===== config.mk =====
export PLATFORM = sky130hd
export DESIGN_NAME = gpio_pinctl
export DESIGN_NICKNAME = d
export VERILOG_FILES = /design/src/rtl/gpio_pinctl_pkg.sv /design/src/rtl/gpio_pinctl_fsel.sv /design/src/rtl/gpio_pinctl_latch.sv /design/src/rtl/gpio_pinctl_sync.sv /design/src/rtl/gpio_pinctl_padmux.sv /design/src/rtl/gpio_pinctl.sv
export SDC_FILE = /design/constraint.sdc
export NUM_CORES = 1
export LEC_CHECK = 0
export ABC_AREA = 0
export CORE_AREA = 2 2 340 342
export CTS_CLUSTER_DIAMETER = 40
export DETAILED_ROUTE_END_ITERATION = 8
export DIE_AREA = 0 0 342 344
export GPL_ROUTABILITY_DRIVEN = 0
export SLEW_MARGIN = 20
export SYNTH_ARGS = -nofsm -noshare
export SYNTH_HDL_FRONTEND = slang
export SYNTH_SLANG_ARGS = --single-unit

===== constraint.sdc =====
create_clock -name clk -period 1.96 [get_ports clk]
set_input_delay 0.294 -clock clk [delete_from_list [all_inputs] [get_ports clk]]
set_output_delay 0.294 -clock clk [all_outputs]
set_load 0.02 [all_outputs]

===== src/rtl/gpio_pinctl_pkg.sv =====
package gpio_pinctl_pkg;

   localparam int SEL_W   = 3;
   localparam int NUM_ALT = 6;

   // word indices (byte offset / 4) of each register group
   localparam int FSEL_WORD = 0;
   localparam int SET_WORD  = 7;
   localparam int CLR_WORD  = 10;
   localparam int LEV_WORD  = 13;

   typedef enum logic [SEL_W-1:0] {
      PIN_IN   = 3'b000,
      PIN_OUT  = 3'b001,
      PIN_ALT5 = 3'b010,
      PIN_ALT4 = 3'b011,
      PIN_ALT0 = 3'b100,
      PIN_ALT1 = 3'b101,
      PIN_ALT2 = 3'b110,
      PIN_ALT3 = 3'b111
   } pin_fn_e;

   // alternate source index for a selector code (only meaningful for alt codes)
   function automatic int alt_of(logic [SEL_W-1:0] code);
      case (code)
         PIN_ALT0: return 0;
         PIN_ALT1: return 1;
         PIN_ALT2: return 2;
         PIN_ALT3: return 3;
         PIN_ALT4: return 4;
         PIN_ALT5: return 5;
         default:  return 0;
      endcase
   endfunction

endpackage


===== src/rtl/gpio_pinctl_fsel.sv =====
module gpio_pinctl_fsel
   import gpio_pinctl_pkg::*;
#(
   parameter int NUM_PINS     = 54,
   parameter int PINS_PER_REG = 10,
   localparam int NUM_REGS    = (NUM_PINS + PINS_PER_REG - 1) / PINS_PER_REG,
   localparam int IDX_W       = (NUM_REGS > 1) ? $clog2(NUM_REGS) : 1,
   localparam int FIELD_W     = SEL_W * PINS_PER_REG
) (
   input  logic                      clk,
   input  logic                      rst_n,
   input  logic [NUM_REGS-1:0]       wr_en,
   input  logic [FIELD_W-1:0]        wr_field,
   input  logic [IDX_W-1:0]          rd_idx,
   output logic [FIELD_W-1:0]        rd_field,
   output logic [NUM_PINS*SEL_W-1:0] sel_o
);

   localparam int SLOTS = 1 << IDX_W;

   if (PINS_PER_REG < 1) begin : g_chk_ppr
      $error("PINS_PER_REG must be at least 1");
   end

   for (genvar p = 0; p < NUM_PINS; p++) begin : g_pin
      localparam int R = p / PINS_PER_REG;
      localparam int K = p % PINS_PER_REG;
      logic [SEL_W-1:0] sel_q;

      always_ff @(posedge clk or negedge rst_n) begin
         if (!rst_n)
            sel_q <= PIN_IN;
         else if (wr_en[R])
            sel_q <= wr_field[K*SEL_W +: SEL_W];
      end

      assign sel_o[p*SEL_W +: SEL_W] = sel_q;
   end

   // pins beyond the last one read as zero through zero extension
   logic [SLOTS*FIELD_W-1:0] sel_pad;
   assign sel_pad  = (SLOTS*FIELD_W)'(sel_o);
   assign rd_field = sel_pad[rd_idx*FIELD_W +: FIELD_W];

endmodule


===== src/rtl/gpio_pinctl_latch.sv =====
module gpio_pinctl_latch #(
   parameter int NUM_PINS  = 54,
   parameter int DATA_W    = 32,
   localparam int NUM_BANKS = (NUM_PINS + DATA_W - 1) / DATA_W
) (
   input  logic                 clk,
   input  logic                 rst_n,
   input  logic [NUM_BANKS-1:0] set_en,
   input  logic [NUM_BANKS-1:0] clr_en,
   input  logic [DATA_W-1:0]    wdata,
   output logic [NUM_PINS-1:0]  lat_o
);

   for (genvar p = 0; p < NUM_PINS; p++) begin : g_pin
      localparam int B = p / DATA_W;
      localparam int J = p % DATA_W;

      always_ff @(posedge clk or negedge rst_n) begin
         if (!rst_n)
            lat_o[p] <= 1'b0;
         else if (set_en[B] && wdata[J])
            lat_o[p] <= 1'b1;
         else if (clr_en[B] && wdata[J])
            lat_o[p] <= 1'b0;
      end
   end

   // ---------------- assertions ----------------
   logic [NUM_BANKS*DATA_W-1:0] lat_pad;
   assign lat_pad = (NUM_BANKS*DATA_W)'(lat_o);

   function automatic logic [DATA_W-1:0] live_mask(int b);
      logic [DATA_W-1:0] m;
      m = '0;
      for (int j = 0; j < DATA_W; j++)
         if (b*DATA_W + j < NUM_PINS) m[j] = 1'b1;
      return m;
   endfunction

   for (genvar b = 0; b < NUM_BANKS; b++) begin : g_bank_chk
      localparam logic [DATA_W-1:0] MASK = live_mask(b);

      assert_set_hits_R2: assert property (@(posedge clk) disable iff (!rst_n)
         set_en[b] |=> ((lat_pad[b*DATA_W +: DATA_W] & $past(wdata & MASK)) == $past(wdata & MASK)));

      assert_set_keeps_R2: assert property (@(posedge clk) disable iff (!rst_n)
         set_en[b] |=> (((lat_pad[b*DATA_W +: DATA_W] ^ $past(lat_pad[b*DATA_W +: DATA_W]))
                         & ~$past(wdata)) == '0));

      assert_clr_hits_R3: assert property (@(posedge clk) disable iff (!rst_n)
         clr_en[b] |=> ((lat_pad[b*DATA_W +: DATA_W] & $past(wdata)) == '0));
   end

   assert_latch_hold_R8: assert property (@(posedge clk) disable iff (!rst_n)
      (!(|set_en) && !(|clr_en)) |=> $stable(lat_o));

endmodule


===== src/rtl/gpio_pinctl_sync.sv =====
module gpio_pinctl_sync #(
   parameter int WIDTH  = 54,
   parameter int STAGES = 2
) (
   input  logic             clk,
   input  logic             rst_n,
   input  logic [WIDTH-1:0] d_i,
   output logic [WIDTH-1:0] q_o
);

   if (STAGES < 2) begin : g_chk_stages
      $error("STAGES must be at least 2");
   end

   logic [STAGES-1:0][WIDTH-1:0] stage_q;

   for (genvar s = 0; s < STAGES; s++) begin : g_stage
      always_ff @(posedge clk or negedge rst_n) begin
         if (!rst_n)
            stage_q[s] <= '0;
         else if (s == 0)
            stage_q[s] <= d_i;
         else
            stage_q[s] <= stage_q[(s > 0) ? s-1 : 0];
      end
   end

   assign q_o = stage_q[STAGES-1];

endmodule


===== src/rtl/gpio_pinctl_padmux.sv =====
module gpio_pinctl_padmux
   import gpio_pinctl_pkg::*;
#(
   parameter int NUM_PINS = 54
) (
   input  logic [NUM_PINS*SEL_W-1:0]   sel_i,
   input  logic [NUM_PINS-1:0]         lat_i,
   input  logic [NUM_ALT*NUM_PINS-1:0] alt_out_i,
   input  logic [NUM_ALT*NUM_PINS-1:0] alt_oe_i,
   output logic [NUM_PINS-1:0]         pad_out_o,
   output logic [NUM_PINS-1:0]         pad_oe_o
);

   for (genvar p = 0; p < NUM_PINS; p++) begin : g_pin
      logic [NUM_ALT-1:0] a_out, a_oe;
      logic [SEL_W-1:0]   code;

      for (genvar a = 0; a < NUM_ALT; a++) begin : g_alt
         assign a_out[a] = alt_out_i[a*NUM_PINS + p];
         assign a_oe[a]  = alt_oe_i[a*NUM_PINS + p];
      end

      assign code = sel_i[p*SEL_W +: SEL_W];

      always_comb begin
         case (code)
            PIN_IN: begin
               pad_out_o[p] = 1'b0;
               pad_oe_o[p]  = 1'b0;
            end
            PIN_OUT: begin
               pad_out_o[p] = lat_i[p];
               pad_oe_o[p]  = 1'b1;
            end
            default: begin
               pad_out_o[p] = a_out[alt_of(code)];
               pad_oe_o[p]  = a_oe[alt_of(code)];
            end
         endcase
      end
   end

endmodule


===== src/rtl/gpio_pinctl.sv =====
module gpio_pinctl
   import gpio_pinctl_pkg::*;
#(
   parameter int NUM_PINS     = 54,
   parameter int DATA_W       = 32,
   parameter int ADDR_W       = 8,
   parameter int PINS_PER_REG = 10,
   parameter int SYNC_STAGES  = 2
) (
   input  logic                         clk,
   input  logic                         rst_n,
   input  logic [ADDR_W-1:0]            bus_addr,
   input  logic                         bus_wr,
   input  logic [DATA_W-1:0]            bus_wdata,
   input  logic                         bus_rd,
   output logic [DATA_W-1:0]            bus_rdata,
   input  logic [NUM_PINS-1:0]          pad_in,
   output logic [NUM_PINS-1:0]          pad_out,
   output logic [NUM_PINS-1:0]          pad_oe,
   input  logic [NUM_ALT*NUM_PINS-1:0]  alt_out,
   input  logic [NUM_ALT*NUM_PINS-1:0]  alt_oe
);

   localparam int NUM_BANKS = (NUM_PINS + DATA_W - 1) / DATA_W;
   localparam int NUM_REGS  = (NUM_PINS + PINS_PER_REG - 1) / PINS_PER_REG;
   localparam int IDX_W     = (NUM_REGS > 1) ? $clog2(NUM_REGS) : 1;
   localparam int FIELD_W   = SEL_W * PINS_PER_REG;
   localparam int WORD_W    = ADDR_W - 2;

   // ---------------- elaboration checks ----------------
   if (NUM_REGS > SET_WORD - 1) begin : g_chk_regs
      $error("selector registers overlap the set group");
   end
   if (NUM_BANKS > 2) begin : g_chk_banks
      $error("at most two banks fit the register layout");
   end
   if (FIELD_W > DATA_W) begin : g_chk_field
      $error("selector field wider than the data bus");
   end
   if (ADDR_W < 6) begin : g_chk_addr
      $error("ADDR_W too small for the register layout");
   end

   // ---------------- address decode ----------------
   logic [WORD_W-1:0]    word;
   logic                 aligned;
   logic [NUM_REGS-1:0]  fsel_hit;
   logic [NUM_BANKS-1:0] set_hit, clr_hit, lev_hit;

   assign word    = bus_addr[ADDR_W-1:2];
   assign aligned = (bus_addr[1:0] == 2'b00);

   for (genvar r = 0; r < NUM_REGS; r++) begin : g_fsel_dec
      assign fsel_hit[r] = aligned && (word == WORD_W'(FSEL_WORD + r));
   end

   for (genvar b = 0; b < NUM_BANKS; b++) begin : g_bank_dec
      assign set_hit[b] = aligned && (word == WORD_W'(SET_WORD + b));
      assign clr_hit[b] = aligned && (word == WORD_W'(CLR_WORD + b));
      assign lev_hit[b] = aligned && (word == WORD_W'(LEV_WORD + b));
   end

   // ---------------- storage ----------------
   logic [NUM_PINS*SEL_W-1:0] sel_flat;
   logic [FIELD_W-1:0]        fsel_rd;
   logic [NUM_PINS-1:0]       lat;
   logic [NUM_PINS-1:0]       lev;

   gpio_pinctl_fsel #(
      .NUM_PINS     (NUM_PINS),
      .PINS_PER_REG (PINS_PER_REG)
   ) fsel_i (
      .clk      (clk),
      .rst_n    (rst_n),
      .wr_en    (fsel_hit & {NUM_REGS{bus_wr}}),
      .wr_field (bus_wdata[FIELD_W-1:0]),
      .rd_idx   (word[IDX_W-1:0]),
      .rd_field (fsel_rd),
      .sel_o    (sel_flat)
   );

   gpio_pinctl_latch #(
      .NUM_PINS (NUM_PINS),
      .DATA_W   (DATA_W)
   ) latch_i (
      .clk    (clk),
      .rst_n  (rst_n),
      .set_en (set_hit & {NUM_BANKS{bus_wr}}),
      .clr_en (clr_hit & {NUM_BANKS{bus_wr}}),
      .wdata  (bus_wdata),
      .lat_o  (lat)
   );

   gpio_pinctl_sync #(
      .WIDTH  (NUM_PINS),
      .STAGES (SYNC_STAGES)
   ) sync_i (
      .clk   (clk),
      .rst_n (rst_n),
      .d_i   (pad_in),
      .q_o   (lev)
   );

   gpio_pinctl_padmux #(
      .NUM_PINS (NUM_PINS)
   ) padmux_i (
      .sel_i     (sel_flat),
      .lat_i     (lat),
      .alt_out_i (alt_out),
      .alt_oe_i  (alt_oe),
      .pad_out_o (pad_out),
      .pad_oe_o  (pad_oe)
   );

   // ---------------- read path ----------------
   logic [NUM_BANKS*DATA_W-1:0] lev_pad;
   logic [DATA_W-1:0]           rd_val;

   assign lev_pad = (NUM_BANKS*DATA_W)'(lev);

   always_comb begin
      rd_val = '0;
      if (|fsel_hit)
         rd_val = DATA_W'(fsel_rd);
      for (int b = 0; b < NUM_BANKS; b++)
         if (lev_hit[b])
            rd_val = lev_pad[b*DATA_W +: DATA_W];
   end

   always_ff @(posedge clk or negedge rst_n) begin
      if (!rst_n)
         bus_rdata <= '0;
      else if (bus_rd)
         bus_rdata <= rd_val;
   end

   // ---------------- assertions ----------------
   logic wr_no_target;
   assign wr_no_target = bus_wr && !(|fsel_hit) && !(|set_hit) && !(|clr_hit);

   assert_unmapped_ignored_R4: assert property (@(posedge clk) disable iff (!rst_n)
      wr_no_target |=> ($stable(sel_flat) && $stable(lat)));

   assert_rdata_hold_R10: assert property (@(posedge clk) disable iff (!rst_n)
      !bus_rd |=> $stable(bus_rdata));

   for (genvar p = 0; p < NUM_PINS; p++) begin : g_pin_chk
      assert_out_mode_R6: assert property (@(posedge clk) disable iff (!rst_n)
         (sel_flat[p*SEL_W +: SEL_W] == PIN_OUT) |-> (pad_oe[p] && (pad_out[p] == lat[p])));

      assert_in_mode_R6: assert property (@(posedge clk) disable iff (!rst_n)
         (sel_flat[p*SEL_W +: SEL_W] == PIN_IN) |-> (!pad_oe[p] && !pad_out[p]));
   end

endmodule


Word level (Yosys, flattened, before mapping)

Cells that the tools add are included.

Output and inout port bits: 140
Register bits: 356
Word-level logic and storage cells: 1441
Bits of input ports: 746

Reduce and logical (&&, ||, !) cells: 285
Magnitude comparators: 54
Multiply operators: 1
Equal/unequal tests: 335
Multiplexer cells: 651
Shift-type cells: 1
Bitwise operators: 3

Operators by type and width:

| cell                                                                  | count |
|---|---|
| 32-bit two-way mux                                                    | 56 |
| 32-bit by 5-bit < comparator with 1-bit output, second input constant | 54 |
| 3-bit one-hot mux with 5 select lines                                 | 54 |
| 3-bit equality test, second input constant                            | 162 |
| 1-bit binary-select mux with 3-bit select                             | 108 |
| 3-bit by 2-bit equality test with 1-bit output, second input constant | 108 |
| 1-bit two-way mux                                                     | 324 |
| 240-bit by 9-bit indexed part select with 30-bit output               | 1 |
| 1-bit one-hot mux with 2 select lines                                 | 108 |
| 3-bit by 1-bit equality test with 1-bit output, second input constant | 54 |
| 3-bit zero test                                                       | 54 |
| 1-bit logical AND                                                     | 120 |
| 2-bit nonzero test                                                    | 54 |
| 2-bit OR reduction                                                    | 54 |
| 6-bit by 4-bit equality test with 1-bit output, second input constant | 5 |
| 30-bit two-way mux                                                    | 1 |
| 6-bit by 3-bit equality test with 1-bit output, second input constant | 3 |
| 6-bit by 2-bit equality test with 1-bit output, second input constant | 2 |
| 3-bit by 4-bit multiplier with 7-bit output, second input constant    | 1 |
| 6-bit bitwise AND                                                     | 1 |
| 6-bit by 1-bit equality test with 1-bit output, second input constant | 1 |
| 6-bit zero test                                                       | 1 |
| 6-bit OR reduction                                                    | 1 |
| 2-bit bitwise AND                                                     | 2 |
| 2-bit zero test                                                       | 1 |

Longest topological paths before layout

Depth after elaboration: 7
Gate-level depth with buffers: 8
Depth with buffers taken out: 4

By module

From an unflattened synthesis, not the netlist that was laid out.

Cell total of the unflattened synthesis: 1841
Area total of the unflattened synthesis: 21484.4 µm²

By module, submodules not included:

| module             | times used | cells each | area each (µm²) | seq. area each (µm²) |
|---|---|---|---|---|
| gpio_pinctl_fsel   | 1          | 493        | 7304.5          | 4053.9 |
| gpio_pinctl_padmux | 1          | 850        | 7204.4          | 0.0 |
| gpio_pinctl_sync   | 1          | 162        | 3108.0          | 2702.6 |
| gpio_pinctl_latch  | 1          | 172        | 2113.3          | 1351.3 |
| gpio_pinctl        | 1          | 164        | 1754.2          | 800.8 |

Least setup slack after synthesis

Ideal clock, no wire load.

Path type: input-to-reg
From: input port bus_addr[3]
To: register fsel_i.g_pin[49].sel_q[0]
Stages: 5
Library setup time: 0.128 ns
Slack: 0.179 ns
Data arrival time: 1.653 ns
Buffers on the path: 2
Cell sequence: buf_2 > or4_1 > or2_1 > buf_6 > mux2_1

Word-level cells in the longest chain between the ends: 3

RTL lines:

| what                                           | line                   | RTL |
|---|---|---|
| from (decl)                                    | gpio_pinctl.sv:12      | `input logic [ADDR_W-1:0] bus_addr,` |
| 6-bit by 3-bit equality test with 1-bit output | gpio_pinctl.sv:54      | `assign fsel_hit[r] = aligned && (word == WORD_W'(FSEL_WORD + r));` |
| 1-bit logical AND                              | gpio_pinctl.sv:54      |  |
| 6-bit bitwise AND                              | gpio_pinctl.sv:75      | `.wr_en (fsel_hit & {NUM_REGS{bus_wr}}),` |
| to (signal assigned)                           | gpio_pinctl_fsel.sv:34 | `sel_q <= wr_field[K*SEL_W +: SEL_W];` |
| to (decl)                                      | gpio_pinctl_fsel.sv:28 | `logic [SEL_W-1:0] sel_q;` |

Every way passes these cells.
A chain may end at the register's enable or synchronous reset.

Worst setup path after layout

From: register fsel_i.g_pin[41].sel_q[0]
To: output port pad_out[41]

Word-level cells in the longest chain between the ends: 7
Elaborated cells on any way between the ends: 13
Those cells by class: 6 x eq/ne; 6 x mux; 1 x reduce/logical

RTL lines:

| what                                                                                         | line                     | RTL |
|---|---|---|
| from (decl)                                                                                  | gpio_pinctl_fsel.sv:28   |  |
| from (signal assigned)                                                                       | gpio_pinctl_fsel.sv:34   |  |
| 3-bit by 2-bit equality test with 1-bit output / 3-bit equality test (equally long branches) | gpio_pinctl_pkg.sv:25    | `case (code)` |
| 3-bit one-hot mux with 5 select lines                                                        | gpio_pinctl_pkg.sv:25    |  |
| 32-bit two-way mux                                                                           | gpio_pinctl_padmux.sv:26 | `case (code)` |
| 1-bit binary-select mux with 3-bit select                                                    | gpio_pinctl_padmux.sv:36 | `pad_out_o[p] = a_out[alt_of(code)];` |
| 1-bit two-way mux (implied by the code) (2 in series)                                        | gpio_pinctl_padmux.sv:36 |  |
| 1-bit one-hot mux with 2 select lines *                                                      | gpio_pinctl_padmux.sv:26 |  |
| to (decl)                                                                                    | gpio_pinctl.sv:18        | `output logic [NUM_PINS-1:0] pad_out,` |

Every way passes the cells marked *; elsewhere a longest branch is shown, timed or not. The select of a mux whose other input is x is not followed.

==> results.py <==
metrics = {
    "floorplanning": {
        "die_w_um": 342,
        "start_util_pct": 17.6,
        "die_height_um": 344,
        "dieArea_um2": 118000,
        "pin_count": 886,
        "core_area_um2": 114000,
        "num_rows": 124,
    },
    "layout": {
        "drive_gt1_share_pct": 37.1,
        "area_growth_pct": 82.0,
        "nets": 3659,
        "fillers": 11600,
        "instances_no_fill": 4486,
    },
    "timing": {
        "fin_crit_sh_pct": 124,
        "tightest_slew_ns": 0.672,
        "rsz0062_at_grt": "true",
        "fin_crit_ns": 2.43,
        "finalHoldViolCount": 0,
        "setup_viol": 109,
        "max_freq_ghz": 0.411,
        "relSlewSlack_pct": 55.1,
        "setup_ws_ns": -0.471,
        "final_max_slew_viol_count": 0,
        "clock_skew_ns": 0.0138,
    },
    "global_route": {
        "met3_usage_pct": 5.15,
        "busiest_layer": "met2",
        "first_global_vias": 21000,
        "grt_pass1_wl_um": 156000,
        "antenna_found_initial": 35,
        "overflow": 0,
        "grt_max_degree": 52,
        "grt_util_met2_pct": 30.2,
        "track_usage_pct": 18.7,
        "met1_usage_pct": 24.8,
    },
    "synthesis": {
        "synth_largest_area_cell": "dfrtp_1",
        "synth.most_common_cell": "dfrtp_1",
        "synth-compound-area-share_pct": 16.2,
        "synthSimpleGateAreaFrac_pct": 7.02,
        "yosysSeqAreaShare_pct": 44.4,
        "netlist.area_leader.share_pct": 44.4,
        "synth_xor_area_share_pct": 0,
        "avgSynthCellArea_um2": 11.3,
        "synth_edf_count": 0,
        "synth_top_family_by_area": "multiplexers",
        "synth-warning-count": 0,
        "async_flop_share_pct": 100,
        "ys_top_cells_by_count": "356 x dfrtp_1, 196 x mux2_2, 188 x nand2_1",
        "synth_area_um2": 20100,
        "synth_fa_ha_area_share_pct": 0,
        "synthTopCellsByArea": "dfrtp_1 44%, mux4_2 11%, mux2_2 11%, a21oi_1 3.9%, nand2_1 3.5%",
        "netlist_instances": 1776,
        "yosysUniqueCellTypes": 55,
        "syn_nets": 2522,
        "postSynth.topFlopCell": "dfrtp_1",
        "synthMuxAreaShare_pct": 27.6,
        "ys_ff_latch": 356,
    },
    "critical_path": {
        "cp.arrival_ns": 2.14,
        "timing.rr.end": "bus_rdata[0]",
        "crit_chain": "buf_6 > mux4_2 > nand2_2 > o21ai_2 > buf_6",
        "path_class": "register to primary output",
        "cp_slowest_cell": "mux4_2",
        "cp_max_fo": 3,
        "r2r_start": "fsel_i.g_pin[50].sel_q[0]",
        "start_kind": "register",
        "required_ns": 1.67,
        "cp_common_cell": "buf_6",
        "reg2reg_depth": 6,
        "r2r_slack_ns": -0.09,
        "cpPeakStageDelay_ns": 0.58,
        "end_kind": "primary output",
    },
    "placement": {
        "placedCellCount": 4268,
        "dp_hpwl_um": 93100,
        "port_buffers": 885,
    },
    "cts": {
        "cts_tree": "done",
        "clock_latency_ns": 0.64,
        "cts_buffers": 61,
        "clockRootBuffer": "clkbuf_16",
        "cts.htree.levels": 2,
        "cts_buffer_depth": 3,
        "cts.sinks": 356,
        "path_clk_slew_ns": 0.06,
    },
    "power_and_ir_drop": {
        "power.total_mw": 23.9,
        "vdd_drop_max_v": 0.000724,
        "cellLeakagePower_nw": 15.6,
        "powerDensity_nw_per_um2": 655,
    },
    "drt": {
        "route.detailed.drc": 0,
        "ant_nets": 0,
        "viasPerCell": 4.49,
        "route.vias.total": 20200,
        "postRouteWirelength_um": 115000,
        "wl_per_cell_um": 25.6,
        "drt-initial-drc-count": 1376,
        "dr.pass1.iters": 5,
    },
    "min_path": {
        "hold_class": "input port to register",
        "hold_path_depth": 1,
        "hp-start": "pad_in[42]",
        "holdPathEnd": "sync_i.stage_q[42]",
    },
    "flow_run": {
        "drv_cap": 0,
    },
    "status": {
        "violations": "negative setup slack",
        "status": "finished, violations left",
    },
}
-- routing by layer --
layer | up-vias | share of wire (%) | routed length, um
met2 | 907 | 46 | 53300
met1 | 10100 | 43 | 49600
met4 | 40 | 2.0 | 2270
li1 | 8956 | - | -
met3 | 149 | 8.3 | 9600
met5 | - | 0.22 | 252
-- sequential cells by signal, indices dropped and copies added, names as in the netlist --
register / flops
sync_i.q_o: 54
fsel_i.g_pin.sel_q: 162
sync_i.stage_q: 54
latch_i.lat_o: 54
bus_rdata: 32
-- final cells by class --
type,instances,area (um2),area share [%]
repair buffers,1261,12400,34.0
multi-input cells,1189,11000,30.1
flip-flops and latches,356,8980,24.6
well taps,1512,1890,5.18
clock buffers,65,1550,4.25
clock inverters,49,483,1.32
inverters,44,165,0.453
diodes,10,25.0,0.0686
-- report_power, final --
group	internal, mW	switching (mW)	leakage [nW]	total, mW
registers	7.72	0.474	4.55	8.20
clock network	6.22	4.36	0.996	10.6
logic	3.05	2.07	10.1	5.12
total	17.0	6.91	15.6	23.9
-- what timing repair did --
item                                    CTS  global route
hold endpoints to repair                 44             0
gates cloned                              0             1
buffers inserted                         89            21
pin swaps                                85            66
hold buffers                              1             0
gates resized for setup                 738           173
endpoints found under the setup margin  138           119
-- per-stage QoR --
step	cell area, um2	util (%)	setup WS (ns)	hold WS [ns]	TNS (ns)
2_1_floorplan	20100	-	0.179	-0.00159	0
3_3_place_gp	32600	28.6	-0.599	0.266	-129.76
3_5_place_dp	32600	28.6	-0.630	0.273	-137.53
4_1_cts	35800	31.4	-0.532	0.0395	-37.48
5_1_grt	36500	32.0	-0.563	0.0485	-39.91
6_report	36500	32.0	-0.471	0.0866	-31.46
-- how the worst max path moves through the flow --
| stage | to | cells after the start | slack, ns | start |
|---|---|---|---|---|
| 2_1_floorplan | fsel_i.g_pin[49].sel_q[0] | 5 | 0.18 | bus_addr[3] |
| 3_3_place_gp | fsel_i.g_pin[48].sel_q[1] | 6 | -0.60 | bus_addr[3] |
| 3_5_place_dp | fsel_i.g_pin[42].sel_q[1] | 6 | -0.63 | bus_addr[3] |
| 4_1_cts | pad_out[41] | 5 | -0.53 | fsel_i.g_pin[41].sel_q[0] |
| 5_1_grt | pad_out[12] | 8 | -0.56 | fsel_i.g_pin[12].sel_q[0] |
| 6_report | pad_out[41] | 5 | -0.47 | fsel_i.g_pin[41].sel_q[0] |
-- logic make-up (layout without fill, tap and decap cells) --
kind of cell,count (synthesis),count (layout)
AO/OA/AOI/OAI,474,474
buffers and inverters,231,1419
flip-flops,356,356
multiplexers,396,396
other,0,10
AND/OR/NAND/NOR,319,319
-- worst max-delay path, delay by kind of cell, from the launching register on --
family | cells | cell delay [ns]
multiplexers | 1 | 0.58
flip-flops | 1 | 0.47
buffers and inverters | 2 | 0.27
AND/OR/NAND/NOR | 1 | 0.10
AO/OA/AOI/OAI | 1 | 0.07
-- cell usage in the layout (no fill, tap or decap), types with 13 or more instances in the layout --
cell,count
buf_6,150
dfrtp_1,296
a22o_1,62
o21ai_1,32
o22ai_1,17
dlygate4sd2_1,26
nand2b_1,13
inv_1,44
mux2_1,45
buf_4,289
nor2_1,68
mux2i_1,47
a21o_1,45
a21oi_1,127
o21ai_2,14
mux2_4,20
mux2_2,176
nand2_1,159
clkdlybuf4s50_1,744
a2bb2oi_1,17
dfrtp_2,60
clkbuf_16,61
buf_12,37
nand2_2,23
a311oi_1,37
a21oi_2,24
mux4_2,101
No activity file was read; power rests on OpenSTA's default activity.
